--- src/rtl/exc_pkg.sv ---
package exc_pkg;
    localparam int NSTG = 4;
    localparam int CODE_W = 5;

    typedef enum logic [CODE_W-1:0] {
        CC_IRQ   = 5'd0,
        CC_FETCH = 5'd4,
        CC_DATA  = 5'd5,
        CC_RSVD  = 5'd10,
        CC_OVF   = 5'd12
    } cause_code_e;

    typedef enum logic {
        ST_RUN,
        ST_DRAIN
    } seq_state_e;
endpackage

--- src/rtl/exc_prio_sel.sv ---
module exc_prio_sel
    import exc_pkg::*;
#(
    parameter int PC_W = 32,
    parameter logic [PC_W-1:0] VEC_BASE = 32'h8000_0000,
    parameter logic [PC_W-1:0] VEC_GEN  = 32'h8000_0180
) (
    input  logic [NSTG-1:0]        fault_i,
    input  logic [NSTG-1:0][PC_W-1:0] pc_i,
    input  logic [NSTG-1:0]        valid_i,
    input  logic                   irq_i,
    output logic                   req_o,
    output logic [PC_W-1:0]        pc_o,
    output cause_code_e            code_o,
    output logic [NSTG-1:0]        mask_o,
    output logic [PC_W-1:0]        vec_o
);
    localparam int SEL_W = $clog2(NSTG);

    logic [SEL_W-1:0] fault_sel;
    logic [SEL_W-1:0] live_sel;
    logic [SEL_W-1:0] sel;
    logic             fault_hit;
    cause_code_e      stg_code [NSTG];

    // Stage order: index 0 fetch (youngest) .. NSTG-1 memory (oldest)
    assign stg_code[0] = CC_FETCH;
    assign stg_code[1] = CC_RSVD;
    assign stg_code[2] = CC_OVF;
    assign stg_code[3] = CC_DATA;

    // Ascending scan: the last hit, i.e. the oldest stage, wins
    always_comb begin
        fault_hit = 1'b0;
        fault_sel = '0;
        live_sel  = '0;
        for (int s = 0; s < NSTG; s++) begin
            if (fault_i[s]) begin
                fault_hit = 1'b1;
                fault_sel = SEL_W'(s);
            end
            if (valid_i[s]) begin
                live_sel = SEL_W'(s);
            end
        end
    end

    assign sel    = fault_hit ? fault_sel : live_sel;
    assign req_o  = fault_hit | irq_i;
    assign pc_o   = pc_i[sel];
    assign code_o = fault_hit ? stg_code[sel] : CC_IRQ;
    assign vec_o  = (code_o == CC_RSVD) ? VEC_BASE : VEC_GEN;

    genvar g;
    generate
        for (g = 0; g < NSTG; g++) begin : g_mask
            assign mask_o[g] = (SEL_W'(g) <= sel);
        end
    endgenerate
endmodule

--- src/rtl/exc_seq_fsm.sv ---
module exc_seq_fsm
    import exc_pkg::*;
(
    input  logic clk,
    input  logic rst_n,
    input  logic req_i,
    input  logic ret_i,
    output logic take_o,
    output logic ret_go_o
);
    seq_state_e state_q, state_d;

    always_ff @(posedge clk) begin
        if (!rst_n) state_q <= ST_RUN;
        else        state_q <= state_d;
    end

    always_comb begin
        state_d = state_q;
        unique case (state_q)
            ST_RUN:   if (req_i || ret_i) state_d = ST_DRAIN;
            ST_DRAIN: state_d = ST_RUN;
            default:  state_d = ST_RUN;
        endcase
    end

    always_comb begin
        take_o   = 1'b0;
        ret_go_o = 1'b0;
        unique case (state_q)
            ST_RUN: begin
                take_o   = req_i;
                ret_go_o = ret_i && !req_i;
            end
            ST_DRAIN: ;
            default: ;
        endcase
    end
endmodule

--- src/rtl/exc_state_regs.sv ---
module exc_state_regs
    import exc_pkg::*;
#(
    parameter int PC_W     = 32,
    parameter int CAUSE_W  = 32,
    parameter int CODE_LSB = 2
) (
    input  logic               clk,
    input  logic               rst_n,
    input  logic               load_i,
    input  logic [PC_W-1:0]    pc_i,
    input  cause_code_e        code_i,
    output logic [PC_W-1:0]    epc_o,
    output logic [CAUSE_W-1:0] cause_o
);
    logic [PC_W-1:0]    epc_q;
    logic [CAUSE_W-1:0] cause_q;

    always_ff @(posedge clk) begin
        if (!rst_n) begin
            epc_q   <= '0;
            cause_q <= '0;
        end else if (load_i) begin
            epc_q   <= pc_i;
            cause_q <= CAUSE_W'(code_i) << CODE_LSB;
        end
    end

    assign epc_o   = epc_q;
    assign cause_o = cause_q;

    AST_HOLD_REGS: assert property (@(posedge clk) disable iff (!rst_n)
        !load_i |=> ($stable(epc_q) && $stable(cause_q)));
endmodule

--- src/rtl/exc_ctrl_unit.sv ---
module exc_ctrl_unit
    import exc_pkg::*;
#(
    parameter int PC_W     = 32,
    parameter int CAUSE_W  = 32,
    parameter int CODE_LSB = 2,
    parameter logic [PC_W-1:0] VEC_BASE = 32'h8000_0000,
    parameter logic [PC_W-1:0] VEC_GEN  = 32'h8000_0180
) (
    input  logic               clk,
    input  logic               rst_n,
    input  logic               fault_if_i,
    input  logic               fault_id_i,
    input  logic               fault_ex_i,
    input  logic               fault_mem_i,
    input  logic [PC_W-1:0]    pc_if_i,
    input  logic [PC_W-1:0]    pc_id_i,
    input  logic [PC_W-1:0]    pc_ex_i,
    input  logic [PC_W-1:0]    pc_mem_i,
    input  logic [3:0]         stg_valid_i,
    input  logic               irq_i,
    input  logic               eret_i,
    output logic               redirect_o,
    output logic [PC_W-1:0]    redirect_pc_o,
    output logic [3:0]         flush_o,
    output logic [PC_W-1:0]    epc_o,
    output logic [CAUSE_W-1:0] cause_o
);
    logic [NSTG-1:0]            fault_vec;
    logic [NSTG-1:0][PC_W-1:0]  pc_vec;
    logic                       req;
    logic [PC_W-1:0]            sel_pc;
    cause_code_e                sel_code;
    logic [NSTG-1:0]            sel_mask;
    logic [PC_W-1:0]            sel_vec;
    logic                       take;
    logic                       ret_go;

    assign fault_vec = {fault_mem_i, fault_ex_i, fault_id_i, fault_if_i};
    assign pc_vec    = {pc_mem_i, pc_ex_i, pc_id_i, pc_if_i};

    exc_prio_sel #(
        .PC_W(PC_W), .VEC_BASE(VEC_BASE), .VEC_GEN(VEC_GEN)
    ) u_sel (
        .fault_i(fault_vec), .pc_i(pc_vec), .valid_i(stg_valid_i),
        .irq_i(irq_i), .req_o(req), .pc_o(sel_pc), .code_o(sel_code),
        .mask_o(sel_mask), .vec_o(sel_vec)
    );

    exc_seq_fsm u_fsm (
        .clk(clk), .rst_n(rst_n), .req_i(req), .ret_i(eret_i),
        .take_o(take), .ret_go_o(ret_go)
    );

    exc_state_regs #(
        .PC_W(PC_W), .CAUSE_W(CAUSE_W), .CODE_LSB(CODE_LSB)
    ) u_regs (
        .clk(clk), .rst_n(rst_n), .load_i(take), .pc_i(sel_pc),
        .code_i(sel_code), .epc_o(epc_o), .cause_o(cause_o)
    );

    assign redirect_o    = take | ret_go;
    assign redirect_pc_o = take ? sel_vec : epc_o;
    assign flush_o       = take ? sel_mask : '0;

    AST_ONE_PULSE: assert property (@(posedge clk) disable iff (!rst_n)
        redirect_o |=> (!redirect_o && flush_o == '0));
    AST_FLUSH_NEEDS_REDIRECT: assert property (@(posedge clk) disable iff (!rst_n)
        (flush_o != '0) |-> redirect_o);
    AST_MEM_FIRST: assert property (@(posedge clk) disable iff (!rst_n)
        (fault_mem_i && flush_o != '0) |-> (flush_o == 4'b1111));
    AST_RET_TARGET: assert property (@(posedge clk) disable iff (!rst_n)
        (redirect_o && flush_o == '0) |-> (redirect_pc_o == epc_o));
    AST_VEC_MATCH: assert property (@(posedge clk) disable iff (!rst_n)
        (redirect_o && flush_o != '0) |=>
        ((cause_o[CODE_LSB +: CODE_W] == CC_RSVD) == ($past(redirect_pc_o) == VEC_BASE)));
endmodule

--- config.mk ---
export PLATFORM = sky130hd
export DESIGN_NAME = exc_ctrl_unit
export DESIGN_NICKNAME = d
export VERILOG_FILES = /design/src/rtl/exc_pkg.sv /design/src/rtl/exc_prio_sel.sv /design/src/rtl/exc_seq_fsm.sv /design/src/rtl/exc_state_regs.sv /design/src/rtl/exc_ctrl_unit.sv
export SDC_FILE = /design/constraint.sdc
export NUM_CORES = 1
export LEC_CHECK = 0
export CORE_MARGIN = 2
export CORE_UTILIZATION = 35
export CTS_CLUSTER_SIZE = 14
export DETAILED_ROUTE_END_ITERATION = 6
export DONT_BUFFER_PORTS = 1
export PLACE_DENSITY_LB_ADDON = 0.2
export SYNTH_ARGS = -nofsm -noshare
export SYNTH_HDL_FRONTEND = slang
export SYNTH_SLANG_ARGS = --single-unit
export TNS_END_PERCENT = 5
--- constraint.sdc ---
create_clock -name clk -period 2.3 [get_ports clk]
set_clock_uncertainty 0.1 [all_clocks]
set_input_delay 0.23 -clock clk [delete_from_list [all_inputs] [get_ports clk]]
set_output_delay 0.23 -clock clk [all_outputs]
set_load 0.005 [all_outputs]
==> results.txt, run 1 <==
FILL cells = 779
Final instance area = 2872 µm²
F_max = 0.5544 GHz
Hold/Removal Path Class = in2reg
Vias in the first global route = 1894
Final WL = 6973 µm
Crit Path Class = in2out
Most common cell in the synthesized netlist = mux2i_1
# clock sinks = 37
Post-synthesis sequential area ratio = 0.2601
Core area = 7807 µm²
RSZ-0062 raised after global routing = no
Yosys top cell by area = dfxtp_1
Synthesized area = 2848 µm²
Largest net degree at the start of global routing = 65
DR iter-0 viols = 41
Ports = 241
GRT Residual Overflow = 0
Final setup viols = 0
Final ANT Viol Nets = 0
Clock latency on the worst-skew pair = 280 ps
Worst-path clk slew = 70 ps
Synth warn = 0
Commonest cells post-synth = mux2i_1, dfxtp_1, nand2_1
Tot GR Track Use = 0.1451
CTS tree = built
Worst path arrival time = 1470 ps
Initial Util = 0.3647
Total number of vias = 2075
Max FO, Critical Path = 3
Nets = 424
Pleak = 1.122 nW
Synth top area share = 0.2601
I/O Buffers = 0
CP Launch Point = stg_valid_i[2]
Synthesis-stage register bit count = 37
Share of cells above drive strength 1 = 0.1937
Final WS setup = 496.4 ps
Dpl hpwl = 5490 µm
Synth-to-Final Area Change = 0.8347%
Number of flops mapped to enable cells by yosys = 0
Synthesized instance count = 288
Syn_area_per_cell = 9.888 µm²
Synth cell types = 37
Status = finished, final reports clean
Worst Reg-to-Reg Cells = 5
H-tree depth = 2
Hold Vio Cnt, Final = 0
DR pass1 iterations = 4
Post-Place Setup Slack = 482.4 ps
Bufs on Longest Clock Path = 2
Cell Area, Placed = 2760 µm²
Multi-input logic area = 1775 µm²
Max Transition Viols Final = 0
Hold depth = 2
# diodes = 0
Die W = 94.20 µm
Area of the die = 8874 µm²
Crit. End Element = primary output
FP Rows = 32
Ys async rst share = 0
First-pass GRT wire length = 9956 µm
Reg2reg start = u_fsm.state_q
Max IR drop VDD = 182.8 µV
Fin crit period = 1804 ps
Placer congestion estimate = 0.7181
Die Height = 94.20 µm
Register area = 740.7 µm²
Largest cells by area after synthesis = dfxtp_1, mux2i_1, o221ai_2, buf_4, and2_1
Pwr per Cell Area = 583.9 nW/µm²
Drt wl/cell = 18.06 µm
Clock root buffer = clkbuf_8
Initial antenna violation count = 0
Total CTS buffers = 5
Req. time, crit path = 1970 ps
Setup TNS = 0 ps
Fin util = 0.3678
DR DRC count = 0
Via density = 5.376
Startpoint Class = primary input
Final worst path period share = 0.7842
Min-delay src = pc_id_i[8]
Ys flop type = dfxtp_1
Max cap viols = 0
==> flip-flops by register name, summed over array words and instances, names as in the netlist <==
signal and cells:
u_regs.cause_o 4, u_fsm.state_q 1, u_regs.epc_o 32
==> power by group <==
group	switching [mW]	internal [mW]	leakage [nW]
registers	0.0663	0.708	0.306
logic	0.225	0.176	0.762
clock network	0.230	0.271	0.0542
==> layout make-up <==
cell class,instances,area share
clock buffer,7,0.03355
clock inverter,1,0.001743
inverter,7,0.01002
multi-input combinational,221,0.6183
sequential,37,0.2580
tap,102,0.04444
timing repair buffer,11,0.03399
==> routing by layer <==
metal  vias to the layer above  GRT usage  part of all wire
met5                         -          0                 0
met4                         0    0.03744            0.0090
met3                         6    0.03933             0.094
met2                       151     0.2601              0.51
met1                       945     0.1695              0.38
li1                        973          -                 -
==> worst max-delay path: stages <==
cell and delay, ps:
nand2b_1 130, a221oi_2 390, nor2_4 70, inv_1 110, ha_1 130, nand2_1 80, o32a_1 330
==> kinds of logic (layout without fill, tap and decap cells) <==
kind of cell               count (synthesis)  count (layout)  share of synthesized area
and+or+nand+nor                           80              80                     0.1428
muxes                                     62              62                     0.2179
buffers and inverters                     57              26                     0.1547
AOI/OAI and AO/OA                         50              50                     0.2188
DFF                                       37              37                     0.2601
adders and majority gates                  1               1                   0.004393
other                                      1              28                   0.001317
==> metrics by stage <==
stage	total power [mW]	hold slack, ps	instances
finish	1.677	53.09	386
CTS	1.717	41.74	386
global route	1.785	57.36	386
detailed placement	1.196	255.2	377
floorplan	1.166	251.7	315
global placement	1.193	253.5	377
==> placed cells by master, fill, tap and decap left out, types with 2 or more instances in the layout <==
cell	synthesis	routed
nor2_1	4	4
dfxtp_1	37	37
clkbuf_8	0	7
a22oi_1	2	2
nand2_1	35	34
o221ai_2	31	31
nor2b_1	3	3
buf_4	29	9
nand2b_1	2	2
and2_1	32	32
conb_1	1	28
inv_1	6	6
a21o_1	2	2
a21oi_1	2	2
o32a_1	2	2
mux2i_1	62	62
==> worst paths after layout <==
path	endpoint	slack, ps
worst max-delay path	redirect_pc_o[8]	500
worst min-delay path	u_regs.epc_o[8]	50
worst max register to register	u_regs.epc_o[21]	860
worst min register to register	u_regs.cause_o[5]	380
==> what timing repair did <==
action / 4_1_cts / 5_1_grt
buffers inserted: 0 / 0
hold endpoints to repair: 6 / 0
resized for setup: 0 / 0
hold buffers: 1 / 0
Note: power is estimated with default switching activity, not from simulation.
==> run 2: changes to the inputs <==
Clock period 2.3 ns to 1.5 ns, I/O delays scaled along.
==> run 2 against run 1 <==
Sequential share of layout area is 6.5 points lower. Sequential power grew 54%. First-iteration DRC count grew 12%. Worst hold slack worse by 52 ps. Setup slack worse by 470 ps. Clock power grew 34%. Final area up 35%. Total power rose by 64%. Final cell count rose by 24%. Register-to-register slack worse by 750 ps. Critical endpoint is now redirect_pc_o[30]. Largest power group unchanged.
==> results.txt, run 2 (synthesis results as in run 1) <==
Clock root buffer = clkbuf_8
DR DRC count = 0
Fin crit period = 1475 ps
H-tree depth = 2
# diodes = 0
Final instance area = 3864 µm²
FILL cells = 718
Synth-to-Final Area Change = 35.68%
Dpl hpwl = 5749 µm
Pleak = 1.555 nW
Via density = 5.167
Die W = 94.20 µm
FP Rows = 32
CTS tree = built
I/O Buffers = 0
Crit Path Class = reg2out
GRT Residual Overflow = 0
Core area = 7807 µm²
Worst path arrival time = 1230 ps
Req. time, crit path = 1250 ps
Max FO, Critical Path = 12
Startpoint Class = register
Commonest non-fill, non-tap cells in the layout = dlygate4sd3_1, mux2i_1, dfxtp_1
Area of the die = 8874 µm²
Vias in the first global route = 2463
Final WS setup = 24.87 ps
Post-Place Setup Slack = -213.1 ps
Max cap viols = 0
Initial antenna violation count = 0
Status = finished, final reports clean
Worst-path clk slew = 80 ps
Final ANT Viol Nets = 0
Cell Area, Placed = 2935 µm²
DR pass1 iterations = 4
Nets = 517
Flip-flop count of the largest register after layout = 32
Largest net degree at the start of global routing = 34
F_max = 0.6779 GHz
Placed cells = 392
Total CTS buffers = 5
Drt wl/cell = 17.53 µm
Setup TNS = 0 ps
Max Transition Viols Final = 0
Hold Vio Cnt, Final = 0
# clock sinks = 37
Initial Util = 0.3647
Bufs on Longest Clock Path = 2
Final WL = 8396 µm
RSZ-0062 raised after global routing = yes
Hold/Removal Path Class = in2reg
Final worst path period share = 0.9834
DR iter-0 viols = 46
Tot GR Track Use = 0.1757
Total number of vias = 2475
Crit. End Element = primary output
Most common cell after layout, fill and taps aside = dlygate4sd3_1
Pwr per Cell Area = 712.1 nW/µm²
Placer congestion estimate = 0.7672
Ports = 241
Clock latency on the worst-skew pair = 280 ps
Max IR drop VDD = 340.2 µV
Design Power = 2.751 mW
Fin cells = 479
First-pass GRT wire length = 12170 µm
Share of cells above drive strength 1 = 0.2202
Die Height = 94.20 µm
Final setup viols = 0
run 2: power by group:
group | internal, mW | total, mW | leakage (nW) | switching [mW]
registers | 1.09 | 1.19 | 0.307 | 0.106
logic | 0.485 | 0.892 | 1.21 | 0.407
clock network | 0.330 | 0.669 | 0.0395 | 0.338
total | 1.90 | 2.75 | 1.56 | 0.851
run 2: final timing paths:
path                        to  cells after the start  slack [ps]               from
max          redirect_pc_o[30]                      3          20      u_fsm.state_q
min            u_regs.epc_o[6]                      2           1        pc_mem_i[6]
max reg2reg   u_regs.epc_o[12]                      5         110      u_fsm.state_q
min reg2reg  u_regs.cause_o[5]                      2         390  u_regs.cause_o[5]
run 2: layer usage:
| metal | wire length [µm] | vias up | global-route usage |
|---|---|---|---|
| met3 | 590 | 9 | 0.03852 |
| met4 | 121 | 0 | 0.04589 |
| li1 | - | 1162 | - |
| met1 | 3176 | 1162 | 0.1922 |
| met5 | 0 | - | 0 |
| met2 | 4506 | 142 | 0.3375 |
run 2: stage by stage:
stage               utilization  hold slack (ps)
detailed placement       0.3760            183.2
finish                   0.4949            1.191
floorplan                     -            171.7
global route             0.4949            2.251
global placement         0.3760            177.1
CTS                      0.4853         0.005024
run 2: cell type report:
cell class / count / area [µm²] / share of cell area
Multi-Input combinational cell: 221 / 1829 / 0.4734
Tap cell: 102 / 127.6 / 0.03303
Timing Repair Buffer: 104 / 1051 / 0.2720
Inverter: 7 / 31.28 / 0.008096
Sequential cell: 37 / 744.5 / 0.1927
Clock buffer: 8 / 80.08 / 0.02073
run 2: what timing repair did:
action,CTS,global route
hold endpoints to repair,32,3
endpoints found under the setup margin,34,5
hold buffers,69,3
resized for setup,12,7
setup buffers,4,3
pin swaps,4,2
run 2: worst max-delay path, stage by stage, from the launching register on:
cell     delay, ps
dfxtp_4        370
a21o_4         230
buf_6          160
and2_1         180
==> run 3: changes to the inputs <==
Settings changed: GPL_ROUTABILITY_DRIVEN set to 0, SYNTH_HIERARCHICAL set to 1.
==> run 3 against run 2 <==
The flow now finishes with violations (negative setup slack). First-iteration DRC count is 120% higher. Sequential share of layout area is 0.73 points lower. Wire length is 20% higher. Maximum frequency is 15% lower. Combinational power is 24% higher. Critical path type is now in2out. Largest power group unchanged.
==> results.txt, run 3 <==
Flip-flop count of the largest register after layout = 32
Max IR drop VDD = 305.9 µV
CTS tree = built
Pleak = 1.770 nW
Net Sw Power = 988.5 µW
DR iter-0 viols = 101
# diodes = 0
Drt wl/cell = 18.07 µm
Total CTS buffers = 5
DR pass1 iterations = 4
Bufs on Longest Clock Path = 2
Reg2reg end = u_regs/epc_o[9]
Reg2reg start = u_fsm/state_q
Synth-to-Final Area Change = 8.024%
Clock latency on the worst-skew pair = 300 ps
Max FO, Critical Path = 2
Int Power = 2.071 mW
Critical path's top delay family = compound AO/OA/AOI/OAI gates
Max cap viols = 0
Largest net degree at the start of global routing = 39
Synth warn = 6
Min-delay src = pc_if_i[19]
Synthesized area = 3805 µm²
Vias in the first global route = 2559
Crit. End Element = primary output
I/O Buffers = 0
FILL cells = 1112
Synthesized instance count = 398
Worst Reg-to-Reg Cells = 6
Final setup viols = 32
Hold Vio Cnt, Final = 0
CP bufs+invs = 0
Ports = 241
Syn_area_per_cell = 9.560 µm²
R2R setup slack = 80 ps
Die W = 108.3 µm
Most common cell after layout, fill and taps aside = conb_1
Hold endpoint = u_regs/epc_o[19]
Worst-path clk slew = 80 ps
Violations in the final reports = negative setup slack
Switch share = 0.3231
Sequential share of power = 0.396
Final ANT Viol Nets = 0
Ys flop type = dfxtp_1
Yosys top cell by area = dfxtp_1
Max Transition Viols Final = 0
Via density = 4.950
GRT Residual Overflow = 0
Ys async rst share = 0
H-tree depth = 2
Share of cells above drive strength 1 = 0.3861
Hold depth = 4
Largest cells by area after synthesis = dfxtp_1, a21oi_2, buf_4, mux2_4, mux2i_1
Commonest non-fill, non-tap cells in the layout = conb_1, a21oi_2, nor2b_1
Final WS setup = -229.1 ps
Fin crit period = 1729 ps
Dpl hpwl = 7662 µm
Nets = 557
First-pass GRT wire length = 14170 µm
Hold/Removal Path Class = in2reg
Initial Util = 0.3541
Post-synthesis sequential area ratio = 0.1999
Fin cells = 557
Clock root buffer = clkbuf_8
Worst path arrival time = 1480 ps
Synth top area share = 0.1999
Clk pwr share = 0.242
Slowest CP cell = mux2_4
Total number of vias = 2757
Area of the die = 11720 µm²
# clock sinks = 38
Crit Path Class = in2out
Startpoint Class = primary input
Req. time, crit path = 1250 ps
DR DRC count = 0
Synthesis-stage register bit count = 38
Initial antenna violation count = 0
Status = finished with violations
CP peak stage delay = 310 ps
Die Height = 108.3 µm
Commonest cells post-synth = buf_4, a21oi_2, nor2b_1
CP cell instances = nor2b_1 -> o31a_4 -> a21o_1 -> ha_4 -> nand4b_1 -> mux2_4
Gate power share = 0.362
Pwr per Cell Area = 744.3 nW/µm²
Final WL = 10070 µm
RSZ-0062 raised after global routing = yes
Synth cell types = 36
FP Rows = 38
Final worst path period share = 1.153
Setup TNS = -4760 ps
Placed cells = 533
Most common cell in the synthesized netlist = buf_4
F_max = 0.5783 GHz
Number of flops mapped to enable cells by yosys = 0
Core area = 10750 µm²
Tot GR Track Use = 0.1592
-- run 3: layout make-up --
class | instances | area, µm² | share of cell area
inverter | 2 | 7.507 | 0.001826
sequential | 38 | 762.0 | 0.1854
clock buffer | 7 | 86.33 | 0.02100
timing repair buffer | 46 | 511.7 | 0.1245
clock inverter | 1 | 5.005 | 0.001218
multi-input combinational | 323 | 2562 | 0.6234
tap | 140 | 175.2 | 0.04262
-- run 3: power groups by stage --
stage / Sequential (mW) / Clock [mW] / Combinational (mW)
CTS: 1.21 / 0.807 / 1.08
finish: 1.21 / 0.741 / 1.11
detailed placement: 1.24 / 0 / 0.994
global placement: 1.24 / 0 / 0.981
global route: 1.23 / 0.852 / 1.21
floorplan: 1.20 / 0 / 0.973
-- run 3: worst max-delay path by stage --
stage                               from  depth (start not counted)                to  slack, ps
after floorplan               fault_id_i                          7  redirect_pc_o[8]       -310
after global placement    stg_valid_i[1]                          6  redirect_pc_o[7]       -270
after detailed placement  stg_valid_i[1]                          6  redirect_pc_o[7]       -270
after CTS                 stg_valid_i[1]                          6  redirect_pc_o[7]       -260
after global routing      stg_valid_i[1]                          6  redirect_pc_o[7]       -270
final                     stg_valid_i[1]                          6  redirect_pc_o[7]       -230
-- run 3: routing by layer --
layer  part of all wire  vias to the layer above  wire, µm  track usage
met5                  0                        -         0            0
met4              0.010                        0       102      0.04304
met3              0.069                        5       695      0.03918
met2               0.51                      122      5168       0.2866
met1               0.41                     1295      4098       0.1876
li1                   -                     1335         -            -
-- run 3: tightest hold or removal path, cell delays in order --
cell     delay (ps)
nand2_1          50
a21oi_2          50
mux2i_1         120
nor2b_1          60
-- run 3: through the flow --
stage               worst slack (ps)    util  instance area (µm²)  power, mW  hold slack (ps)
detailed placement            -267.2  0.3517                 3779      2.232            189.1
global route                  -267.9  0.3825                 4110      3.290            61.14
floorplan                     -310.8       -                 4038      2.173            178.2
global placement              -270.8  0.3517                 3779      2.219            183.9
CTS                           -257.0  0.3746                 4025      3.103            49.40
finish                        -229.1  0.3825                 4110      3.059            66.25
-- run 3: logic make-up (layout without fill, tap and decap cells) --
logic type | Yosys count | in the layout | synth area share
buf+inv | 93 | 56 | 0.2012
flops | 38 | 38 | 0.1999
simple gates | 91 | 91 | 0.1319
compound gates | 103 | 103 | 0.2440
mux | 69 | 69 | 0.2167
other cells | 3 | 59 | 0.002959
fa+ha+maj | 1 | 1 | 0.003288
-- run 3: repair_timing --
action                                  in CTS  in global routing
hold buffers                                 2                  0
endpoints found under the hold margin       38                  0
gates resized for setup                     15                  5
pin swaps                                    3                  1
cloned                                       1                  0
buffers inserted                             5                  8
endpoints found under the setup margin      62                 36
